[src/rtl/burst_seq_pkg.sv]
package burst_seq_pkg;
    parameter int unsigned CNT_W = 3;

    typedef struct packed {
        logic [CNT_W-1:0] lead;
        logic [CNT_W-1:0] trail;
    } timing_t;
endpackage

[src/rtl/burst_prof_dec.sv]
module burst_prof_dec
    import burst_seq_pkg::*;
#(
    parameter int unsigned RD_LEAD_BASE = 2,
    parameter int unsigned WR_LEAD_BASE = 3,
    parameter int unsigned TRAIL_BASE   = 1
) (
    input  logic       we,
    input  logic [1:0] code,
    output timing_t    tim
);
    localparam logic [CNT_W-1:0] RD_L = CNT_W'(RD_LEAD_BASE);
    localparam logic [CNT_W-1:0] WR_L = CNT_W'(WR_LEAD_BASE);
    localparam logic [CNT_W-1:0] TR_B = CNT_W'(TRAIL_BASE);

    always_comb begin
        tim.lead  = (we ? WR_L : RD_L) + {{(CNT_W-1){1'b0}}, code[0]};
        tim.trail = TR_B + {{(CNT_W-1){1'b0}}, code[1]};
    end
endmodule

[src/rtl/burst_seq_ctl.sv]
module burst_seq_ctl
    import burst_seq_pkg::*;
#(
    parameter int unsigned AW          = 32,
    parameter int unsigned SINGLE_CLKS = 2
) (
    input  logic          clk,
    input  logic          rst_n,
    input  logic          req,
    input  logic [AW-1:0] addr,
    input  logic          we,
    input  logic          burst,
    input  timing_t       tim,
    output logic          busy,
    output logic          stb,
    output logic          rdy,
    output logic          done,
    output logic          we_out,
    output logic [AW-5:0] line,
    output logic [1:0]    word
);
    localparam logic [CNT_W-1:0] SGL = CNT_W'(SINGLE_CLKS);
    localparam logic [CNT_W-1:0] ONE = CNT_W'(1);

    typedef struct packed {
        logic             act;
        logic             we;
        logic             bst;
        logic             first;
        logic [1:0]       word;
        logic [1:0]       beat;
        logic [CNT_W-1:0] cnt;
        logic [CNT_W-1:0] trail;
        logic [AW-5:0]    line;
    } state_t;

    state_t s_q, s_d;
    logic   last, accept;

    always_comb begin
        last   = s_q.bst ? (s_q.beat == 2'd3) : 1'b1;
        rdy    = s_q.act && (s_q.cnt == ONE);
        done   = rdy && last;
        busy   = s_q.act && !done;
        accept = req && !busy;
        stb    = s_q.act && s_q.first;
        we_out = s_q.act && s_q.we;
        line   = s_q.line;
        word   = s_q.word;

        s_d = s_q;
        if (s_q.act) begin
            s_d.first = 1'b0;
            if (rdy) begin
                if (last) begin
                    s_d.act = 1'b0;
                end else begin
                    s_d.beat = s_q.beat + 2'd1;
                    s_d.word = s_q.word + 2'd1;
                    s_d.cnt  = s_q.trail;
                end
            end else begin
                s_d.cnt = s_q.cnt - ONE;
            end
        end
        if (accept) begin
            s_d.act   = 1'b1;
            s_d.we    = we;
            s_d.bst   = burst;
            s_d.first = 1'b1;
            s_d.word  = addr[3:2];
            s_d.beat  = 2'd0;
            s_d.cnt   = burst ? tim.lead : SGL;
            s_d.trail = tim.trail;
            s_d.line  = addr[AW-1:4];
        end
    end

    always_ff @(posedge clk) begin
        if (!rst_n) s_q <= '0;
        else        s_q <= s_d;
    end
endmodule

[src/rtl/burst_addr_gen.sv]
module burst_addr_gen #(
    parameter int unsigned AW = 32
) (
    input  logic [AW-5:0] line,
    input  logic [1:0]    word,
    output logic [AW-1:0] addr
);
    always_comb addr = {line, word, 2'b00};
endmodule

[src/rtl/burst_seq.sv]
module burst_seq
    import burst_seq_pkg::*;
#(
    parameter int unsigned AW           = 32,
    parameter int unsigned RD_LEAD_BASE = 2,
    parameter int unsigned WR_LEAD_BASE = 3,
    parameter int unsigned TRAIL_BASE   = 1,
    parameter int unsigned SINGLE_CLKS  = 2
) (
    input  logic          clk,
    input  logic          rst_n,
    input  logic          req_i,
    input  logic [AW-1:0] addr_i,
    input  logic          we_i,
    input  logic          burst_i,
    input  logic [1:0]    prof_i,
    output logic          busy_o,
    output logic [AW-1:0] mem_addr_o,
    output logic          mem_stb_o,
    output logic          mem_we_o,
    output logic          rdy_o,
    output logic          done_o
);
    timing_t       tim;
    logic [AW-5:0] line;
    logic [1:0]    word;

    burst_prof_dec #(
        .RD_LEAD_BASE(RD_LEAD_BASE),
        .WR_LEAD_BASE(WR_LEAD_BASE),
        .TRAIL_BASE  (TRAIL_BASE)
    ) u_dec (
        .we  (we_i),
        .code(prof_i),
        .tim (tim)
    );

    burst_seq_ctl #(
        .AW         (AW),
        .SINGLE_CLKS(SINGLE_CLKS)
    ) u_ctl (
        .clk   (clk),
        .rst_n (rst_n),
        .req   (req_i),
        .addr  (addr_i),
        .we    (we_i),
        .burst (burst_i),
        .tim   (tim),
        .busy  (busy_o),
        .stb   (mem_stb_o),
        .rdy   (rdy_o),
        .done  (done_o),
        .we_out(mem_we_o),
        .line  (line),
        .word  (word)
    );

    burst_addr_gen #(.AW(AW)) u_agen (
        .line(line),
        .word(word),
        .addr(mem_addr_o)
    );
endmodule

[config.mk]
export PLATFORM = sky130hd
export DESIGN_NAME = burst_seq
export DESIGN_NICKNAME = d
export VERILOG_FILES = /design/src/rtl/burst_seq_pkg.sv /design/src/rtl/burst_prof_dec.sv /design/src/rtl/burst_seq_ctl.sv /design/src/rtl/burst_addr_gen.sv /design/src/rtl/burst_seq.sv
export SDC_FILE = /design/constraint.sdc
export NUM_CORES = 1
export LEC_CHECK = 0
export BUFFER_PORTS_ARGS = -buffer_cell sky130_fd_sc_hd__clkbuf_2
export CAP_MARGIN = 20
export CORE_AREA = 2 2 105 77
export DETAILED_ROUTE_END_ITERATION = 6
export DIE_AREA = 0 0 107 79
export PLACE_DENSITY_LB_ADDON = 0.08
export SLEW_MARGIN = 10
export SYNTH_ARGS = -nofsm -noshare
export SYNTH_HDL_FRONTEND = slang
export SYNTH_HIERARCHICAL = 1
export SYNTH_SLANG_ARGS = --single-unit
[constraint.sdc]
create_clock -name clk -period 1.3 [get_ports clk]
set_input_delay 0.195 -clock clk [delete_from_list [all_inputs] [get_ports clk]]
set_output_delay 0.195 -clock clk [all_outputs]
set_load 0.02 [all_outputs]
==> results of run 1 <==
## cells in the final DEF, fill, tap and decap left out, drive strengths merged, types with 3 or more instances in the layout
| cell type | synthesis | final |
|---|---|---|
| ha | 5 | 5 |
| a21oi | 3 | 3 |
| nand2 | 73 | 73 |
| mux2i | 34 | 34 |
| clkbuf | 9 | 73 |
| buf | 70 | 35 |
| o21ai | 6 | 6 |
| nand2b | 3 | 3 |
| conb | 2 | 3 |
| and2 | 3 | 3 |
| inv | 11 | 11 |
| nand3 | 3 | 3 |
| dfxtp | 42 | 42 |
| nor2 | 6 | 6 |
## sequential cells by signal (all words and copies together) (netlist names)
name and count:
u_ctl/s_q 12, u_ctl/line 28, u_ctl/word 2
## cell type report
| type | count | share of cell area, % |
|---|---|---|
| Clock inverter | 1 | 0.172 |
| Clock buffer | 7 | 2.96 |
| Inverter | 11 | 1.42 |
| Multi-Input combinational cell | 156 | 36.4 |
| Sequential cell | 42 | 29.2 |
| Tap cell | 101 | 4.34 |
| Timing Repair Buffer | 101 | 25.5 |
## logic make-up after synthesis
family                   after synthesis  synth area share, %
AO/OA/AOI/OAI                         18                 5.47
XOR/XNOR                               1                0.355
adder cells (fa/ha/maj)                5                 2.53
buffers and inverters                 90                 26.4
flip-flops                            42                 34.0
multiplexers                          34                 13.8
other                                  2                0.304
AND/OR/NAND/NOR                       95                 17.1
## Yosys cell counts, drive strengths merged
cell	instances	share of area [%]
a211oi	1	0.30
a21o	1	0.30
a21oi	3	0.61
a221oi	2	0.96
a311o	1	0.41
a31oi	1	0.25
and2	3	0.86
and2b	1	0.30
and3	1	0.25
buf	70	23
clkbuf	9	1.4
conb	2	0.30
dfxtp	42	34
ha	5	2.5
inv	11	1.7
mux2i	34	14
nand2	73	11
nand2b	3	1.1
nand3	3	0.61
nand4b	1	0.35
nor2	6	0.91
nor2b	1	0.56
nor3	2	0.81
nor3b	1	0.30
o2111ai	1	0.35
o21ai	6	1.7
o221ai	1	0.35
o22ai	1	0.25
xnor2	1	0.35
## timing repair
action,CTS,global route
resized for setup,25,27
endpoints found under the setup margin,44,46
cloned,3,0
pin swaps,10,9
setup buffers,14,3
## per-layer routing
layer / vias up / global-route usage, % / share of wire (%)
li1: 908 / - / -
met1: 745 / 15.9 / 49
met2: 43 / 19.7 / 43
met3: 5 / 3.94 / 6.9
met4: 0 / 4.29 / 1.1
met5: - / 0 / 0
## critical path, stage by stage, from the launching register on
cell	delay, ns
dfxtp_2	0.34
inv_2	0.05
ha_4	0.17
and2b_2	0.21
nand2_2	0.10
nor2_2	0.04
buf_6	0.12
## report_power, final
part,leakage [nW],total [W],internal (W),switching [W]
sequential,0.348,0.00143,0.00138,0.0000532
clock,0.0482,0.000884,0.000429,0.000455
combinational,0.977,0.000796,0.000396,0.000401
total,1.37,0.00311,0.00220,0.000909
## per-stage QoR
stage	total power, W	cells	setup WS (ns)	hold WS (ns)	TNS, ns
floorplan	0.00209	288	-0.138	0.329	-4.10
global placement	0.00213	399	-0.111	0.425	-3.11
detailed placement	0.00214	399	-0.148	0.429	-4.28
CTS	0.00319	423	-0.259	0.105	-7.68
global route	0.00332	419	-0.312	0.116	-10.50
finish	0.00311	419	-0.219	0.115	-6.50
## final timing paths
| kind | endpoint | slack (ns) | cells past startpoint |
|---|---|---|---|
| hold / removal | u_ctl/line[22] | 0.12 | 3 |
| hold reg to reg | u_ctl/line[5] | 0.46 | 2 |
| setup / recovery | done_o | -0.22 | 6 |
| setup reg to reg | u_ctl/line[0] | -0.19 | 8 |
==> metrics.yaml, run 1 <==
floorplan:
  die-area_mm2: 0.00845
  coreArea_mm2: 0.00753
  rows: 27
  dieHeight_um: 79
  dieWidth_um: 107
  start_util_pct: 32.8
  io-pin-count: 76
setup_path:
  cp.required_ns: 1.11
  reg2reg_from: "u_ctl/s_q[32]"
  critPathLaunchType: "flip-flop"
  crit_arrival_ns: 1.32
  cp-end-kind: "output pin"
  critPathKind: "reg -> out"
  cp-startpoint: "u_ctl/s_q[32]"
  crit_path_max_fanout: 4
placement:
  placed_cell_area_mm2: 0.00256
  port-buffer-count: 71
  routabilityCongestion: 0.715
  hpwl_um: 3290
clock_tree:
  cts_hold_buf: 0
  cts_tree: "built"
  clkTransAtPathRegs_ns: 0.08
  cts-root-buf: "clkbuf_8"
  clk_latency_ns: 0.29
  h-tree-depth: 2
  cts_made_buffers: 5
  cts_buffer_depth: 2
  clock-sinks: 42
synth:
  netlist_area_mm2: 0.00247
  ys_seq_area_share_pct: 34.0
  ys_ff_latch: 42
  synthDistinctLibCells: 36
  syn_area_per_cell_um2: 8.61
  ys_warn_count: 6
  synth_cells: 287
routing:
  wire_per_inst_um: 11.6
  ant_nets: 0
  drt-pass1-iter-count: 4
  initialDrtViolationCount: 39
  vias: 1701
  wl_um: 4850
  vias_per_cell: 4.06
  drc: 0
timing:
  fmax_ghz: 0.658
  post-route-period-util_pct: 117
  slew_viol_final: 0
  rsz0062_at_grt: "yes"
  skew_ns: 0.00707
  finalCriticalPeriod_ns: 1.52
  layout_setup_ws_ns: -0.219
  setup_viol_count_final: 43
  final_hold_viol_count: 0
pwr:
  power.static_leakage_nw: 1.37
  powerDensity_mw_per_mm2: 1070
  peakVddDrop_v: 0.000335
outcome:
  status: "complete, but fails checks"
  violations: "negative setup slack"
worst_hold_path:
  hp-start: "addr_i[26]"
  hold_path.class: "in -> reg"
grt:
  antenna_found_initial: 0
  grt_max_degree: 36
  grt_pass1_wl_um: 8160
  grt_pass1_vias: 1721
  gr-total-overflow: 0
  track_usage_pct: 12.4
cells_and_area:
  postLayoutCoreUtil_pct: 38.7
  nets: 361
  stdcell_area_mm2: 0.00291
  register_area_um2: 852
  drive_gt1_share_pct: 43.4
  fillers: 769
  antennaDiodeCount: 0
  syn2layout_area_growth_pct: 18.0
  multi_input_area_mm2: 0.00106
run:
  cap_violations: 0
(Power assumes the default switching activity.)
==> inputs of run 2 (changes only) <==
ABC_AREA = 1   (was not set)
CORE_AREA = 2 2 101 74   (was 2 2 105 77)
DIE_AREA = 0 0 103 76   (was 0 0 107 79)
==> run 2 against run 1 <==
  * The flow still finishes with violations (negative setup slack)
  * Global-route usage increased by 0.97 points
  * Critical path depth increased by 1
  * Via count grew 10%
  * Cell count is 5.7% higher
  * Total power increased by 5.7%
  * Non-clock buffer count increased by 7
  * First-iteration DRC count grew 5.1%
  * Worst hold slack better by 0.018 ns
  * Combinational power up 26%
  * Clock power decreased by 7.6%
  * Clock skew is 0.0020 ns lower
  * Highest routed layer unchanged
==> metrics.yaml, run 2 <==
setup_path:
  crit_path_max_fanout: 3
  cp.required_ns: 1.11
  critPathLaunchType: "flip-flop"
  critPathKind: "reg -> out"
  slowest_delay_ns: 0.33
  crit_slowest_cell: "dfxtp_2"
  r2r_cells: 10
  worstPathCellList: "inv_2 > ha_4 > nand2_4 > o21ai_4 > buf_6 > inv_2 > buf_6"
  crit_arrival_ns: 1.37
  cp-end-kind: "output pin"
pwr:
  power.static_leakage_nw: 1.44
  finalPower_w: 0.00329
  powerDensity_mw_per_mm2: 1080
  peakVddDrop_v: 0.000413
floorplan:
  dieHeight_um: 76
  rows: 26
  dieWidth_um: 103
  coreArea_mm2: 0.00696
  die-area_mm2: 0.00783
  io-pin-count: 76
  start_util_pct: 32.6
cells_and_area:
  final_common_cell: "clkbuf_2"
  fillers: 751
  largest_reg_flops: 28
  final_cell_mix: "66 x clkbuf_2, 49 x nor2_1, 37 x dfxtp_1"
  nets: 389
  drive_gt1_share_pct: 56.5
  antennaDiodeCount: 0
  syn2layout_area_growth_pct: 34.5
grt:
  antenna_found_initial: 0
  grt_max_degree: 21
  gr-total-overflow: 0
  grt_pass1_wl_um: 8180
  grt_pass1_vias: 1674
  track_usage_pct: 13.4
placement:
  routabilityCongestion: 0.736
  port-buffer-count: 71
  hpwl_um: 3520
synth:
  synth_top_area_share_pct: 37.1
  syn_area_per_cell_um2: 7.43
  synthDistinctLibCells: 22
  yosys_most_used_dff: "dfxtp_1"
  synth_cells: 305
  netlist_area_mm2: 0.00227
  ys_warn_count: 6
  ys_seq_area_share_pct: 37.1
  ys_async_sr_fraction_pct: 0
  synth_top_cell_by_area: "dfxtp_1"
  synth_edf_count: 0
  ys_ff_latch: 42
  yosysMostFrequentCell: "nor2_1"
  synth_area_leaders: "dfxtp_1 37%, buf_4 23%, nor2_1 11%"
  yosys-top-cells-count: "69 x nor2_1, 68 x buf_4, 42 x dfxtp_1, 28 x nand2_1, 27 x o21ai_0"
routing:
  wl_met3_um: 322
  wire_per_inst_um: 12.2
  drt-pass1-iter-count: 4
  wl_um: 5410
  wl_met1_um: 2610
  vias: 1872
  wl_met2_um: 2390
  drc: 0
  top_layer: "met4"
  initialDrtViolationCount: 41
  vias_per_cell: 4.23
  ant_nets: 0
timing:
  fin_setup_tns_ns: -5.05
  slew_viol_final: 0
  setup_viol_count_final: 45
  rsz0062_at_grt: "yes"
  skew_ns: 0.00505
  final_hold_viol_count: 0
  finalCriticalPeriod_ns: 1.56
  post-route-period-util_pct: 120
  fmax_ghz: 0.640
  layout_setup_ws_ns: -0.263
clock_tree:
  cts_made_buffers: 5
  cts_buffer_depth: 2
  clkTransAtPathRegs_ns: 0.08
  cts_hold_buf: 0
  cts_tree: "built"
  h-tree-depth: 2
  clk_latency_ns: 0.29
  clock-sinks: 42
  cts-root-buf: "clkbuf_8"
run:
  cap_violations: 0
outcome:
  status: "complete, but fails checks"
  violations: "negative setup slack"
worst_hold_path:
  hold_path.class: "in -> reg"
  min_delay_path_depth: 3
[run 2: cell types whose count changed after synthesis, sizes merged, moves of 2 or more]
cell	change
nand2b	-3
nand3b	+2
clkbuf	-4
and2	-3
inv	+9
a221oi	-2
mux2i	-34
nor3	-2
nand3	+13
nand2	-43
o21ai	+29
nor2	+65
[run 2: final cells by class]
class / count / area, µm² / area share (%)
inverter: 20 / 87.6 / 2.87
clock buffer: 6 / 72.6 / 2.38
timing repair buffer: 108 / 825 / 27.0
multi-input combinational: 168 / 1080 / 35.6
clock inverter: 1 / 7.51 / 0.246
sequential: 42 / 850 / 27.9
tap: 98 / 123 / 4.02
[run 2: cells by family (layout without fill, tap and decap cells)]
group                      Yosys count  count (layout)  synth area share (%)
xor gates and xnor gates             2               2                 0.773
DFF                                 42              42                  37.1
buffers and inverters               96             135                  28.1
adders and majority gates            5               5                  2.76
and+or+nand+nor                    119             119                  21.8
AOI/OAI and AO/OA                   39              39                  9.11
other                                2               3                 0.331
[run 2: stage by stage]
step	hold slack (ns)	std cells	setup slack [ns]	utilization, %	area [µm²]
2_1_floorplan	0.330	306	-0.0539	-	2310
3_3_place_gp	0.420	417	-0.0431	34.4	2390
3_5_place_dp	0.432	417	-0.0595	34.4	2390
4_1_cts	0.119	435	-0.239	38.9	2710
5_1_grt	0.131	443	-0.335	43.8	3050
6_report	0.134	443	-0.263	43.8	3050
[run 2: layer usage]
| metal | up-vias | track usage, % |
|---|---|---|
| li1 | 963 | - |
| met1 | 850 | 19.4 |
| met2 | 50 | 19.2 |
| met3 | 9 | 3.76 |
| met4 | 0 | 4.08 |
| met5 | - | 0 |
[run 2: where the power goes]
group | internal [W] | leakage (nW) | switching [W] | total [W]
combinational | 0.000459 | 1.05 | 0.000542 | 0.00100
clock | 0.000369 | 0.0373 | 0.000448 | 0.000817
sequential | 0.00140 | 0.350 | 0.0000733 | 0.00147
total | 0.00223 | 1.44 | 0.00106 | 0.00329
[run 2: critical path: cells and delay by family (launching register included)]
family,cells,cell delay (ns)
AOI/OAI and AO/OA,1,0.20
adders and majority gates,1,0.15
buffers and inverters,4,0.36
DFF,1,0.33
and+or+nand+nor,1,0.05
[run 2: path summary, 6_finish.rpt]
path / to / startpoint / slack [ns]
max: busy_o / u_ctl/s_q[32] / -0.26
max reg2reg: u_ctl/s_q[31] / u_ctl/s_q[34] / -0.22
min: u_ctl/line[25] / addr_i[29] / 0.13
min reg2reg: u_ctl/line[10] / u_ctl/line[10] / 0.47
[run 2: repair_timing]
| item | in CTS | in global routing |
|---|---|---|
| endpoints found under the hold margin | 0 | 0 |
| gates resized for setup | 30 | 102 |
| setup buffers | 7 | 11 |
| setup endpoints to repair | 42 | 47 |
| pin swaps | 10 | 29 |
| gates cloned | 4 | 1 |
